$ cat src/rtl/link_replay_tx.sv
module link_replay_tx #(
  parameter int DATA_W = 16,
  parameter int DEPTH  = 8,
  localparam int IDX_W = (DEPTH > 1) ? $clog2(DEPTH) : 1,
  localparam int SEQ_W = IDX_W + 1
) (
  input  logic              clk,
  input  logic              rst_n,
  input  logic              in_valid,
  input  logic [DATA_W-1:0] in_data,
  output logic              in_ready,
  output logic              out_valid,
  output logic [DATA_W-1:0] out_data,
  output logic [7:0]        out_crc,
  output logic [SEQ_W-1:0]  out_seq,
  input  logic              rsp_valid,
  input  logic              rsp_nack,
  input  logic [SEQ_W-1:0]  rsp_seq
);

  function automatic logic [7:0] crc8(input logic [DATA_W-1:0] d);
    logic [7:0] c;
    logic fb;
    c = '0;
    for (int i = DATA_W - 1; i >= 0; i--) begin
      fb = c[7] ^ d[i];
      c  = {c[6:0], 1'b0};
      if (fb) c = c ^ 8'h07;
    end
    return c;
  endfunction

  logic [DATA_W-1:0] mem [DEPTH];
  logic [SEQ_W-1:0]  old_q, snd_q, wr_q;
  logic [SEQ_W-1:0]  used, inflight, rdiff;
  logic              rsp_hit, push, send_go;
  logic [DATA_W-1:0] rd_data;

  assign used     = wr_q - old_q;
  assign inflight = snd_q - old_q;
  assign rdiff    = rsp_seq - old_q;
  assign rsp_hit  = rsp_valid && (rdiff < inflight);
  assign in_ready = (used != SEQ_W'(DEPTH));
  assign push     = in_valid && in_ready;
  assign send_go  = (snd_q != wr_q);
  assign rd_data  = mem[snd_q[IDX_W-1:0]];

  always_ff @(posedge clk) begin
    if (push) mem[wr_q[IDX_W-1:0]] <= in_data;
  end

  always_ff @(posedge clk or negedge rst_n) begin
    if (!rst_n) begin
      old_q <= '0;
      snd_q <= '0;
      wr_q  <= '0;
    end else begin
      if (push) wr_q <= wr_q + 1'b1;
      if (rsp_hit && rsp_nack) begin
        old_q <= rsp_seq;
        snd_q <= rsp_seq;
      end else begin
        if (rsp_hit) old_q <= rsp_seq + 1'b1;
        if (send_go) snd_q <= snd_q + 1'b1;
      end
    end
  end

  always_ff @(posedge clk or negedge rst_n) begin
    if (!rst_n) begin
      out_valid <= 1'b0;
      out_data  <= '0;
      out_crc   <= '0;
      out_seq   <= '0;
    end else if (rsp_hit && rsp_nack) begin
      out_valid <= 1'b0;
    end else begin
      out_valid <= send_go;
      if (send_go) begin
        out_data <= rd_data;
        out_crc  <= crc8(rd_data);
        out_seq  <= snd_q;
      end
    end
  end

  p_no_overflow_r4: assert property (@(posedge clk) disable iff (!rst_n)
    in_valid && !in_ready |=> wr_q == $past(wr_q));

  p_fill_limit_r4: assert property (@(posedge clk) disable iff (!rst_n)
    used <= SEQ_W'(DEPTH));

  p_seq_step_r2: assert property (@(posedge clk) disable iff (!rst_n)
    out_valid && $past(out_valid) |-> out_seq == SEQ_W'($past(out_seq) + 1'b1));

  p_nack_gap_r6: assert property (@(posedge clk) disable iff (!rst_n)
    rsp_hit && rsp_nack |=> !out_valid);

  p_nack_replay_r6: assert property (@(posedge clk) disable iff (!rst_n)
    rsp_hit && rsp_nack |=> ##1 (out_valid && out_seq == $past(rsp_seq, 2)));

  p_window_order_r7: assert property (@(posedge clk) disable iff (!rst_n)
    inflight <= used);

  p_crc_match_r3: assert property (@(posedge clk) disable iff (!rst_n)
    out_valid |-> out_crc == crc8(out_data));

endmodule

$ cat config.mk
export PLATFORM = sky130hd
export DESIGN_NAME = link_replay_tx
export DESIGN_NICKNAME = d
export VERILOG_FILES = /design/src/rtl/link_replay_tx.sv
export SDC_FILE = /design/constraint.sdc
export NUM_CORES = 1
export LEC_CHECK = 0
export BUFFER_PORTS_ARGS = -buffer_cell sky130_fd_sc_hd__buf_2
export CORE_MARGIN = 1
export CORE_UTILIZATION = 25
export CTS_CLUSTER_DIAMETER = 200
export DETAILED_ROUTE_END_ITERATION = 16
export SYNTH_ARGS = -nofsm -noshare
export SYNTH_HDL_FRONTEND = slang
export SYNTH_SLANG_ARGS = --single-unit
$ cat constraint.sdc
create_clock -name clk -period 4.55 [get_ports clk]
set_input_delay 0.2275 -clock clk [delete_from_list [all_inputs] [get_ports clk]]
set_output_delay 0.2275 -clock clk [all_outputs]
set_load 0.02 [all_outputs]
Word level (Yosys, flattened, before mapping)

Memories as Yosys holds them, arrays and structs flattened.
Index checks and enable logic that the tools add are counted.
W data, S select, Z words.

Input port bits: 25
Bits in registers: 41
Output and inout bits: 30
Memories kept: 1
Memory bits (writable): 128
Logic and storage cells: 107

Memory list:

| name | words | bits a word | rd ports | clocked after memory_dff | wr ports | RTL line | source |
|---|---|---|---|---|---|---|---|
| mem  | 8     | 16          | 1        | 0                        | 1        | 33       | `logic [DATA_W-1:0] mem [DEPTH];` |

Bitwise logic cells: 31
Reduce and logical (&&, ||, !) cells: 6
Equality and inequality tests: 2
Multiplexer cells: 53
Add/sub/neg operators: 6
Magnitude comparators: 1

Operators by type and width:

| cell                  | count |
|---|---|
| $mux W8               | 30 |
| $mux W3               | 16 |
| $not A3 Y3            | 15 |
| $mux W4               | 4 |
| $xor A1 B1 Y1         | 15 |
| $add A4 B1 Y4 const B | 3 |
| $sub A4 B4 Y4         | 3 |
| $lt A4 B4 Y1          | 1 |
| $ne A4 B4 Y1          | 1 |
| $ne A4 B4 Y1 const B  | 1 |
| $reduce_bool A2 Y1    | 2 |
| $logic_and A1 B1 Y1   | 3 |
| $mux W1               | 3 |
| $reduce_and A2 Y1     | 1 |
| $not A1 Y1            | 1 |

Depth between registers and ports, before layout

Gate-level depths: netlist of run 1.

Depth in word-level cells: 63
Gate-level depth with buffers: 15
Gate-level depth less buffers: 12

Worst setup path before layout of run 1

No wires, ideal clock.

Kind: flip-flop to flip-flop
Start point: register wr_q[0]
End point: memory mem[2][0] (enable)
Cell stages (with the launch flop): 10
Setup slack: 0.715 ns
Period minus slack after synthesis: 3.835 ns
Data required time: 4.114 ns
Setup time: 0.436 ns
Data arrival time: 3.398 ns
Cells stage by stage: dfrtp_1 > clkbuf_1 > inv_1 > ha_1 > nor2b_1 > o21a_1 > o21ai_0 > or3b_2 > nand2_1 > nor4b_1

Cells in the longest elaborated chain, start to end: 5

RTL lines:

| what                          | RTL line | source |
|---|---|---|
| start, declared               | 34       | `logic [SEQ_W-1:0] old_q, snd_q, wr_q;` |
| start signal, assigned        | 58       | `if (push) wr_q <= wr_q + 1'b1;` |
| $sub A4 B4 Y4                 | 39       | `assign used = wr_q - old_q;` |
| $ne A4 B4 Y1                  | 43       | `assign in_ready = (used != SEQ_W'(DEPTH));` |
| net in_ready                  | 11       | `output logic in_ready,` |
| $logic_and A1 B1 Y1           | 44       | `assign push = in_valid && in_ready;` |
| $mux W1                       | 49       | `if (push) mem[wr_q[IDX_W-1:0]] <= in_data;` |
| $mux W1 (not written as such) | 49       |  |
| end, declared                 | 33       |  |

The timed path passes the listed nets, and every way through them passes these cells.

Worst setup path in the final report of run 1

Start point: register snd_q[1]
End point: register out_crc[5]

Cells in the longest elaborated chain, start to end: 39

RTL lines:

| what                        | RTL line | source |
|---|---|---|
| start, declared             | 34       |  |
| start signal, assigned      | 61       | `snd_q <= rsp_seq;` |
| start signal, assigned      | 64       | `if (send_go) snd_q <= snd_q + 1'b1;` |
| $mem_v2 Z8 W16              | --       |  |
| $xor A1 B1 Y1               | 26       | `fb = c[7] ^ d[i];` |
| $mux W3                     | 28       | `if (fb) c = c ^ 8'h07;` |
| $mux W8                     | 79       | `if (send_go) begin` |
| $mux W8                     | 75       | `end else if (rsp_hit && rsp_nack) begin` |
| $not A3 Y3 (no source line) | --       |  |
| $mux W3                     | 28       |  |
| $mux W8                     | 79       |  |
| [... 23 more ...]           | --       |  |
| $not A3 Y3 (no source line) | --       |  |
| $mux W3                     | 28       |  |
| $mux W8                     | 79       |  |
| $mux W8                     | 75       |  |
| $mux W8                     | 79       |  |
| $mux W8                     | 75       |  |
| $mux W8                     | 79       |  |
| $mux W8                     | 75       |  |
| end signal, assigned        | 81       | `out_crc <= crc8(rd_data);` |
| end, declared               | 14       | `output logic [7:0] out_crc,` |

Parallel ways exist; a longest one is shown, timed or not. The select of a mux whose other input is x is not followed.
A chain may end at the register's enable or synchronous reset.

==> metrics, run 1 <==
unrepaired setup endpoints after global routing=no; hpwl dp=roughly 11,000 um; Worst R2R Path Depth=11; f_max=~310 MHz; row count=63; clk slew on worst S/H paths=0.06 ns; die area=31,000 um^2; commonest non-fill, non-tap cells in the layout=edfxtp_1 (128), buf_2 (54), xnor2_1 (42); Worst setup EP type=flop; largest net degree at the start of global routing=48; crit start category=flop; vias in the first global route=4,014; setup total negative slack=0 ns; Post-Synthesis Cells=447; Netlist cell types=38; antenna-violating nets left=0; # DRC=0; cts bufs inserted=17; final hold vios=0; crit path max fanout=47; asr flop ratio synth=between 20% and 30%; grt ovf=0; fin crit period=3.20 ns; chip height=~180 um; fraction of layout instances using a drive strength above 1=between 30% and 40%; Req. time, crit path=4.86 ns; synth warn=0; Synth-to-Final Area Change=17.7%; Slowest cell on crit path=dfrtp_2; insertion delay to the later sink of the worst-skew pair=roughly 0.42 ns; Buffers on Ports=54; syn_area_per_cell=between 15 and 20 um^2; ys flop type=edfxtp_1; post-synth net total=489; initial antenna violation count=4; CP Launch Point=snd_q[1]; Worst-Margin Slew=between 0.9 and 1 ns; Ports=55; hold path depth=1; clk_skew=0.00744 ns; status=finished clean; post-CTS resize count=0; first-pass GRT wire length=around 24,000 um; Yosys top cell by area=edfxtp_1; mapped cell area=roughly 7600 um^2; H-tree Lvls=4; Cells after DPL=~890; Post-Layout Cell Count=roughly 920; worst hold slack=around 0.077 ns; fill cell count=approximately 3,000; Initial Util=between 20 and 30%; r2r setup slk=between 1 and 1.5 ns; Horiz. Die Dim=between 150 and 200 um; commonest non-fill, non-tap cell in the layout=edfxtp_1; Max-cap violations=0; DR vias=about 3,900; Final #Nets=around 560; GPL Wtd Cong=about 0.73; clock sinks=about 170; total global-route track usage=10.5%; TritonRoute pass-1 iters=5; DRT Wirelength=between 15,000 and 20,000 um; CP Cell Sequence=ha_1 -> a21o_1 -> a21oi_1 -> xnor2_1 -> ha_1 -> nand2b_1 -> a21oi_1 -> buf_4 -> a21boi_4 -> buf_4 -> mux2_2; Post-synth EDFFs=between 100 and 150; CP max stage delay=0.86 ns; Rel. slew slack=between 30% and 40%; CP arrival=3.51 ns; register area share after synthesis=between 60% and 70%; Final setup viols=0; post-synth top area share=50.8%; Slew Limit Fails=0; Synth Register Bits=roughly 170; Worst Hold Class=input pin to flop; total core area=between 20,000 and 30,000 um^2; Synth area leaders=edfxtp_1 (51%), dfrtp_1 (14%), mux4_2 (11%); CTS root buffer=clkbuf_16; Clock Tree Buf Depth=2; reg-to-reg startpoint=snd_q[1]; CTS tree=built; Final Cycle Share=70.4%; Wirelength per Cell=around 17 um; Via-to-Cell Ratio=roughly 4.2; Setup CP Type=flop to flop; HP Start=in_data[12]; number of DRC markers in iteration 0=between 300 and 400
sequential cells by signal, summed over array words and instances, names as in the netlist:
register   flops
out_data      16
out_seq        4
wr_q           4
out_crc        8
mem          128
old_q          4
out_valid      1
snd_q          4
logic make-up (layout without fill, tap and decap cells):
group	count (synthesis)	in the layout	synth area share, %
xor+xnor	72	72	8.61
simple gates	52	52	3.26
other cells	0	1	0
buf+inv	30	111	2.05
compound gates	37	37	2.64
fa+ha+maj	17	17	3.01
flops	169	169	64.3
mux	70	70	16.1
cell type report:
type / instances / area (um^2) / area share [%]
Sequential cell: 169 / 4870 / 54.7
Multi-Input combinational cell: 248 / 2600 / 29.1
Tap cell: 390 / 488 / 5.47
Clock buffer: 18 / 429 / 4.81
Timing Repair Buffer: 68 / 378 / 4.24
Clock inverter: 14 / 106 / 1.19
Inverter: 11 / 41.3 / 0.463
Antenna cell: 1 / 2.50 / 0.0281
cells in the mapped netlist (2+ instances only):
cell and n:
a21o_1 4, a21oi_1 29, buf_2 10, buf_4 2, buf_6 3, clkbuf_1 3
dfrtp_1 41, edfxtp_1 128, fa_1 2, ha_1 15, inv_1 10, mux2_2 12
mux2i_1 17, mux2i_4 2, mux4_2 38, nand2_1 5, nand2b_1 3, nand3_1 2
nand4_1 2, nor2_1 27, nor2b_1 2, nor3_1 4, nor4_1 2, o21ai_0 2
xnor2_1 42, xor2_1 28
critical path: cells and delay by family (launching register included):
kind | cells | cell delay (ns)
adders and majority gates | 2 | 0.52
and+or+nand+nor | 1 | 0.09
buffers and inverters | 2 | 0.58
AOI/OAI and AO/OA | 4 | 0.50
xor gates and xnor gates | 1 | 0.14
muxes | 1 | 0.38
DFF | 1 | 0.86
metrics by stage:
stage	cell area, um^2	util, %	setup WS (ns)
final	8910	30.0	1.35
after global placement	8370	28.2	1.32
after CTS	8910	30.0	1.32
after detailed placement	8370	28.2	1.32
after global routing	8910	30.0	1.06
after floorplan	7570	-	0.715
path summary, 6_finish.rpt:
| path | end |
|---|---|
| hold / removal | mem[4][12] |
| min in group asynchronous | old_q[1] |
| hold reg to reg | out_crc[6] |
| max in group asynchronous | snd_q[0] |
| setup reg to reg | out_crc[5] |
| setup / recovery | out_crc[5] |
routing by layer:
layer | vias up | share of wire [%] | GRT usage, %
li1 | 1831 | - | -
met1 | 1960 | 45 | 14.0
met2 | 89 | 47 | 16.4
met3 | 19 | 5.6 | 2.84
met4 | 6 | 1.2 | 3.48
met5 | - | 0.26 | 0
timing repair:
action                     CTS  global route
hold buffers                 1             0
hold endpoints to repair    41             0
setup endpoints to repair    0             0
setup buffers                0             0
Power of run 1 is not shown: default switching activity piles up to over one toggle a cycle in this logic, so the estimate is an artifact.
==> run 2: changes to the inputs <==
==> constraint.sdc (replaced) <==
create_clock -name clk -period 2.74 [get_ports clk]
set_input_delay 0.137 -clock clk [delete_from_list [all_inputs] [get_ports clk]]
set_output_delay 0.137 -clock clk [all_outputs]
set_load 0.02 [all_outputs]
==> run 2 against run 1 <==
Net effect: register-to-register slack worse by 1.3 ns; maximum frequency is 18% higher; first-iteration DRC count is 1.6% lower; hold slack worse by 0.060 ns; critical path type unchanged.
==> metrics, run 2 (synthesis gave the netlist of run 1 again) <==
status=finished clean; final instance area=10,000 um^2 (+13%); Post-Layout Cell Count=992 (+7.9%); max reg flops=128 (unchanged); total global-route track usage=10.9% (+0.37 points); hold path depth=1 (unchanged); total core area=29,700 um^2 (unchanged); unrepaired setup endpoints after global routing=yes; Synth-to-Final Area Change=32.6%; Req. time, crit path=3.05 ns (-1.81 ns); pre-CTS WS=-0.0173 ns (-1.34 ns); Worst R2R Path Depth=12 (+1); number of DRC markers in iteration 0=310 (-1.6%); # DRC=0 (unchanged); DRT Wirelength=16,400 um (+5.9%); fraction of layout instances using a drive strength above 1=41.3% (+11 points); hpwl dp=10,900 um (+3.4%); grt ovf=0 (unchanged); cts bufs inserted=17 (unchanged); crit start category=flop; commonest non-fill, non-tap cell in the layout=edfxtp_1; CTS root buffer=clkbuf_16; clk slew on worst S/H paths=0.07 ns (about the same); DR vias=4,150 (+6.3%); GPL Wtd Cong=0.714 (-1.7%); Initial Util=25.5% (unchanged); insertion delay to the later sink of the worst-skew pair=0.43 ns (about the same); die area=31,000 um^2 (unchanged); Buffers on Ports=54 (unchanged); Via-to-Cell Ratio=4.18 (-1.5%); chip height=176 um (unchanged); Final #Nets=629 (+13%); Final setup viols=0 (unchanged); first-pass GRT wire length=25,000 um (+4.0%); Multi-input gate area=2760 um^2 (+6.2%); Clock Tree Buf Depth=2 (unchanged); largest net degree at the start of global routing=42 (-13%); reg-to-reg startpoint=snd_q[0]; f_max=369 MHz (+18%); vias in the first global route=4,322 (+7.7%); initial antenna violation count=2 (-2); Worst setup EP type=flop; CTS tree=built; Rel. slew slack=35.9% (-3.0 points); r2r setup slk=0.03 ns (-1.32 ns); Ports=55 (unchanged); Setup CP Type=flop to flop; fin crit period=2.71 ns (-0.493 ns); end of the worst register-to-register path=out_seq[2]; Horiz. Die Dim=176 um (unchanged); setup total negative slack=0 ns (unchanged); fill cell count=2,819 (-3.8%); HP Start=in_data[6]; Max-cap violations=0 (unchanged); Cells after DPL=924 (+4.4%); final setup margin=0.0303 ns (-1.32 ns); Worst Hold Class=input pin to flop; register area=4870 um^2 (about the same); crit path max fanout=5 (-89%); commonest non-fill, non-tap cells in the layout=edfxtp_1 (128), buf_2 (54), buf_4 (50); final hold vios=0 (unchanged); TritonRoute pass-1 iters=4 (-1); Wirelength per Cell=16.6 um (-1.9%); clock sinks=169 (unchanged); Worst-Margin Slew=0.962 ns (+0.0448 ns); Min-Delay Endpoint=mem[6][6]; placed instance area=8850 um^2 (+5.8%); Final Cycle Share=98.9% (+28 points); clk_skew=0.00822 ns (+0.000780 ns); CP arrival=3.02 ns (-0.49 ns); Slew Limit Fails=0 (unchanged); H-tree Lvls=4 (unchanged); row count=63 (unchanged); antenna-violating nets left=0 (unchanged)
[run 2: changes by cell type in the layout (fill, tap and decap cells not counted), moves of 3 or more]
cell           change
clkinv_1           -3
mux2_4             +6
buf_4             +37
clkbuf_16          +5
nor2_1            -13
clkinv_8           +9
dlygate4sd3_1     +15
buf_12            +13
nor2_2            +12
clkinv_2           -4
inv_8              +3
a21oi_1            -6
a21oi_2            +5
mux2_2             -6
[run 2: what timing repair did]
item                       4_1_cts  5_1_grt
hold buffers                    16        0
cloned                           0        5
buffers inserted                 2       11
setup endpoints to repair       24       55
resized for setup                0       38
hold endpoints to repair       156        0
pin swaps                        2        5
[run 2: worst max path at each step]
stage / cells after the start / start / slack (ns) / endpoint
6_report: 12 / snd_q[0] / 0.03 / out_seq[2]
5_1_grt: 12 / snd_q[0] / -0.07 / out_seq[1]
4_1_cts: 8 / snd_q[0] / 0.0004 / out_crc[0]
3_5_place_dp: 8 / old_q[1] / -0.02 / mem[6][7]
3_3_place_gp: 8 / old_q[1] / -0.00004 / mem[6][3]
2_1_floorplan: 9 / wr_q[0] / -0.09 / mem[4][0]
[run 2: through the flow]
step / util (%) / hold WS (ns)
finish: 33.8 / 0.0164
global route: 33.8 / 0.00825
CTS: 32.5 / 0.00213
detailed placement: 29.8 / 0.351
global placement: 29.8 / 0.346
floorplan: - / -0.159
[run 2: cell type report]
cell class / count / area share, %
antenna: 2 / 0.0499
timing repair buffer: 140 / 12.3
clock buffer: 17 / 4.24
inverter: 11 / 0.486
sequential: 169 / 48.6
tap: 390 / 4.86
clock inverter: 15 / 2.02
multi-input combinational: 248 / 27.5
[run 2: routing by layer]
layer  up-vias  track usage (%)  part of all wire (%)
li1       1983                -                     -
met1      2082             14.9                    49
met2        75             16.9                    47
met3        10             2.69                   3.4
met4         0             3.26                   1.0
met5         -                0                     0
[run 2: critical path, stage by stage, from the launching register on]
cell and delay [ns]:
dfrtp_2 0.47, inv_8 0.07, ha_4 0.12, inv_2 0.04, fa_1 0.47, inv_1 0.04
ha_1 0.26, a21o_1 0.11, a21o_1 0.15, a21oi_4 0.08, a21boi_4 0.26, clkbuf_16 0.21
mux2_2 0.33
Power of run 2 is left out for the same reason.
